--- config.mk ---
export PLATFORM = sky130hd
export DESIGN_NAME = raw_bypass_unit
export DESIGN_NICKNAME = d
export VERILOG_FILES = /design/src/rtl/raw_bypass_pkg.sv /design/src/rtl/raw_cmp_path.sv /design/src/rtl/raw_ctrl.sv /design/src/rtl/raw_bypass_unit.sv
export SDC_FILE = /design/constraint.sdc
export NUM_CORES = 1
export LEC_CHECK = 0
export BUFFER_PORTS_ARGS = -buffer_cell sky130_fd_sc_hd__buf_2
export CORE_AREA = 2 2 39 41
export DETAILED_ROUTE_END_ITERATION = 8
export DIE_AREA = 0 0 41 43
export SETUP_SLACK_MARGIN = 0.2
export SYNTH_ARGS = -nofsm -noshare
export SYNTH_HDL_FRONTEND = slang
export SYNTH_SLANG_ARGS = --single-unit
--- constraint.sdc ---
create_clock -name vclk -period 6.35
set_input_delay 1.905 -clock vclk [all_inputs]
set_output_delay 1.905 -clock vclk [all_outputs]
set_load 0.02 [all_outputs]
--- src/rtl/raw_bypass_pkg.sv ---
package raw_bypass_pkg;

  localparam int NUM_SRC = 2;

  typedef enum logic [1:0] {
    SEL_RF  = 2'b00,
    SEL_EX  = 2'b01,
    SEL_MEM = 2'b10
  } fwdSel_e;

  typedef struct packed {
    logic [NUM_SRC-1:0] exHit;
    logic [NUM_SRC-1:0] memHit;
    logic [NUM_SRC-1:0] loadHit;
  } hitVec_t;

  typedef struct packed {
    logic stall;
    logic bubbleEx;
    logic holdFront;
  } ctrlStrobes_t;

endpackage

--- src/rtl/raw_cmp_path.sv ---
module raw_cmp_path
  import raw_bypass_pkg::*;
#(
  parameter int REG_W = 5
) (
  input  logic                          clk,
  input  logic                          rstN,
  input  logic [NUM_SRC-1:0][REG_W-1:0] srcReg,
  input  logic [NUM_SRC-1:0]            srcUsed,
  input  logic [REG_W-1:0]              exDst,
  input  logic                          exWrEn,
  input  logic                          exIsLoad,
  input  logic [REG_W-1:0]              memDst,
  input  logic                          memWrEn,
  output hitVec_t                       hits
);

  localparam logic [REG_W-1:0] ZERO_REG = '0;

  logic [NUM_SRC-1:0] live;

  for (genvar s = 0; s < NUM_SRC; s++) begin : g_src
    assign live[s]         = srcUsed[s] && (srcReg[s] != ZERO_REG);
    assign hits.exHit[s]   = live[s] && exWrEn  && (exDst  == srcReg[s]);
    assign hits.memHit[s]  = live[s] && memWrEn && (memDst == srcReg[s]);
    assign hits.loadHit[s] = hits.exHit[s] && exIsLoad;


    ex_hit_needs_wren_chk: assert property (@(posedge clk) disable iff (!rstN)
      (hits.exHit[s] || hits.memHit[s]) |-> (exWrEn || memWrEn));


    zero_reg_no_hit_chk: assert property (@(posedge clk) disable iff (!rstN)
      (srcReg[s] == ZERO_REG) |-> !(hits.exHit[s] || hits.memHit[s]));
  end

endmodule

--- src/rtl/raw_ctrl.sv ---
module raw_ctrl
  import raw_bypass_pkg::*;
(
  input  logic                    clk,
  input  logic                    rstN,
  input  hitVec_t                 hits,
  input  logic [NUM_SRC-1:0]      srcUsed,
  output logic [NUM_SRC-1:0][1:0] fwdSel,
  output ctrlStrobes_t            strobes
);

  for (genvar s = 0; s < NUM_SRC; s++) begin : g_sel
    always_comb begin
      if (hits.exHit[s])       fwdSel[s] = SEL_EX;
      else if (hits.memHit[s]) fwdSel[s] = SEL_MEM;
      else                     fwdSel[s] = SEL_RF;
    end


    mem_sel_only_without_ex_chk: assert property (@(posedge clk) disable iff (!rstN)
      (fwdSel[s] == SEL_MEM) |-> (hits.memHit[s] && !hits.exHit[s]));


    unused_src_rf_chk: assert property (@(posedge clk) disable iff (!rstN)
      !srcUsed[s] |-> (fwdSel[s] == SEL_RF));
  end

  logic loadUse;
  assign loadUse = |hits.loadHit;

  always_comb begin
    strobes.stall     = loadUse;
    strobes.bubbleEx  = loadUse;
    strobes.holdFront = loadUse;
  end


  stall_needs_ex_hit_chk: assert property (@(posedge clk) disable iff (!rstN)
    strobes.stall |-> (|hits.exHit));

endmodule

--- src/rtl/raw_bypass_unit.sv ---
module raw_bypass_unit
  import raw_bypass_pkg::*;
#(
  parameter int REG_W = 5
) (
  input  logic             clk,
  input  logic             rstN,
  input  logic [REG_W-1:0] srcAReg,
  input  logic             srcAUsed,
  input  logic [REG_W-1:0] srcBReg,
  input  logic             srcBUsed,
  input  logic [REG_W-1:0] exDst,
  input  logic             exWrEn,
  input  logic             exIsLoad,
  input  logic [REG_W-1:0] memDst,
  input  logic             memWrEn,
  output logic [1:0]       fwdSelA,
  output logic [1:0]       fwdSelB,
  output logic             stall,
  output logic             bubbleEx,
  output logic             holdFront
);

  logic [NUM_SRC-1:0][REG_W-1:0] srcReg;
  logic [NUM_SRC-1:0]            srcUsed;
  logic [NUM_SRC-1:0][1:0]       fwdSel;
  hitVec_t                       hits;
  ctrlStrobes_t                  strobes;

  assign srcReg  = {srcBReg, srcAReg};
  assign srcUsed = {srcBUsed, srcAUsed};

  raw_cmp_path #(.REG_W(REG_W)) i_path (
    .clk      (clk),
    .rstN     (rstN),
    .srcReg   (srcReg),
    .srcUsed  (srcUsed),
    .exDst    (exDst),
    .exWrEn   (exWrEn),
    .exIsLoad (exIsLoad),
    .memDst   (memDst),
    .memWrEn  (memWrEn),
    .hits     (hits)
  );

  raw_ctrl i_ctrl (
    .clk     (clk),
    .rstN    (rstN),
    .hits    (hits),
    .srcUsed (srcUsed),
    .fwdSel  (fwdSel),
    .strobes (strobes)
  );

  assign fwdSelA   = fwdSel[0];
  assign fwdSelB   = fwdSel[1];
  assign stall     = strobes.stall;
  assign bubbleEx  = strobes.bubbleEx;
  assign holdFront = strobes.holdFront;


  interlock_outputs_agree_chk: assert property (@(posedge clk) disable iff (!rstN)
    (bubbleEx == stall) && (holdFront == stall));


  stall_needs_load_chk: assert property (@(posedge clk) disable iff (!rstN)
    stall |-> (exWrEn && exIsLoad));

endmodule

==> run_results.csv <==
group,metric,value,unit
timing,finalSetupViolCount,0,
timing,clock.fmax,0.197,GHz
power_and_ir_drop,p_seq_share,0,%
synth,synthCells,39,
placed_design,dpl_worst_slack,1.28,ns
final_layout,layout.cells.non_filler,85,
timing,rsz0062_at_grt,"no",
setup_path,path_cells,"buf_2, or4_1, o21ai_2, nor3_2, o21a_1, buf_2",
global_routing,grt_pass1_vias,337,
final_layout,diodes,0,
setup_path,startpoint,"srcAReg[0]",
routing,drcViolationCount,0,
timing,hold_viol,0,
routing,first_pass_iters,2,
global_routing,groute.usage.overall,10.1,%
final_layout,layout-drive-gt1-share,55.1,%
global_routing,overflow,0,
timing,fin_ws,1.28,ns
final_layout,seq_cell_count,0,
placed_design,place.gp.congestion,0.629,
synth,ys_types,13,
setup_path,critPathSlowestCell,"or4_1",
final_layout,fin_area,477,µm²
setup_path,arrival,3.16,ns
routing,routed_via_density,4.49,
synth,synth-seq-area-share,0,%
synth,yosysWarnings,0,
die,core,1380,µm²
final_layout,final_util,34.4,%
die,die-area,1760,µm²
synth,synth_nets,66,
timing,finalCritPeriodShare,79.8,%
setup_path,crit_end,"holdFront",
power_and_ir_drop,p_leak,0.220,nW
power_and_ir_drop,power.clock.fraction,0,%
placed_design,placed_area,477,µm²
placed_design,dp.cells,85,
timing,final.min_clock_period,5.07,ns
global_routing,grt_max_degree,4,
final_layout,seqCellArea,0,µm²
final_layout,n_clock_buffer,0,
routing,ant_nets,0,
setup_path,path_common_cell,"buf_2",
synth,synth.avg_cell_area,7.99,µm²
routing,wire_per_inst,10.5,µm
global_routing,antenna_found_initial,0,
power_and_ir_drop,peakVddDrop,0.0000164,V
timing,worst_slew_margin_rel,82.4,%
setup_path,critPathMaxStageDelay,0.53,ns
routing,vias,382,
setup_path,end_kind,"primary output",
status,status,"finished clean",
timing,worstMarginPinSlew,0.261,ns
timing,slew_viol_final,0,
job,maxCapViolations,0,
final_layout,area_delta_synth_final,53.0,%
power_and_ir_drop,combinationalPowerShare,100.0,%
setup_path,critPathKind,"in -> out",
die,die_h,43,µm
die,die_w,41,µm
setup_path,cp-start-kind,"input pin",
routing,initialDrtViolationCount,2,
clocking,cts_setup_buffers,0,
timing,setup_tns,0,ns
worst_hold_path,hp-class,"in -> out",
placed_design,portBuffers,32,
die,start_util,22.5,%
synth,syn_area,312,µm²
global_routing,grt_pass1_wl,1310,µm
die,num_rows,14,
die,ios,34,
power_and_ir_drop,netSwitchingPower,0.0133,mW
power_and_ir_drop,p_sw_share,48.0,%
setup_path,critical_path.max_fanout,3,
final_layout,nets,98,
clocking,cts_resized,0,
power_and_ir_drop,p_int,0.0144,mW
setup_path,critPathRequiredTime,4.45,ns
routing,wl,894,µm
power_and_ir_drop,power.density,58.2,nW/µm²
clocking,cts_hold_buf,0,
## how the worst min path moves through the flow
| stage | from | to | cells after the start |
|---|---|---|---|
| floorplan | exWrEn | fwdSelB[0] | 2 |
| global placement | exIsLoad | holdFront | 3 |
| detailed placement | exIsLoad | bubbleEx | 3 |
| CTS | exIsLoad | bubbleEx | 3 |
| global route | memWrEn | fwdSelB[1] | 4 |
| finish | memWrEn | fwdSelB[1] | 4 |
## synth_stat cells
master   instances  area (µm²)
nor3_2           3        30.0
nand4_1          2        12.5
nor4_1           2        12.5
buf_4            2        15.0
xor2_1           8        70.1
nand3_1          2        10.0
xnor2_1         12         105
nand2_1          2        7.51
nor3_1           1        5.00
or4_4            1        11.3
o21ai_2          2        17.5
o21a_1           1        7.51
or4_1            1        7.51
## stage by stage
step	total power, mW	hold WS [ns]
floorplan	0.0139	3.93
global placement	0.0277	4.16
detailed placement	0.0282	4.16
CTS	0.0282	4.17
global route	0.0305	4.18
finish	0.0278	4.17
## worst max-delay path: cells and delay by family
family	cells	cell delay (ns)
and+or+nand+nor	2	0.61
AOI/OAI and AO/OA	2	0.36
buffers and inverters	2	0.28
## cell families (layout without fill, tap and decap cells)
kind of cell / count (synthesis) / count (layout) / synth area share (%)
XOR/XNOR: 20 / 20 / 56.2
AO/OA/AOI/OAI: 3 / 3 / 8.03
buffers and inverters: 2 / 32 / 4.82
AND/OR/NAND/NOR: 14 / 14 / 30.9
## power by group through the flow
stage          combinational [mW]  sequential, mW  clock [mW]
2_1_floorplan              0.0139               0           0
3_3_place_gp               0.0277               0           0
3_5_place_dp               0.0282               0           0
4_1_cts                    0.0282               0           0
5_1_grt                    0.0305               0           0
6_report                   0.0278               0           0
## routing by layer
layer | global-route usage (%) | wire length, µm | vias to the layer above
met5 | 0 | 0 | -
met4 | 0 | 0 | 0
met3 | 0.524 | 82 | 0
met2 | 19.7 | 454 | 20
met1 | 11.7 | 357 | 164
li1 | - | - | 198
## cell usage in the layout (no fill, tap or decap), drive strengths merged
cell type and count:
nand3 2, nor4 2, o21a 1, xnor2 12
buf 32, or4 2, nor3 4, nand4 2
o21ai 2, nand2 2, xor2 8
## cell type report
| cell class | count | area [µm²] |
|---|---|---|
| Tap cell | 16 | 20.0 |
| Fill cell | 169 | 907 |
| Multi-Input combinational cell | 37 | 297 |
| Timing Repair Buffer | 32 | 160 |
(Power assumes the default switching activity.)
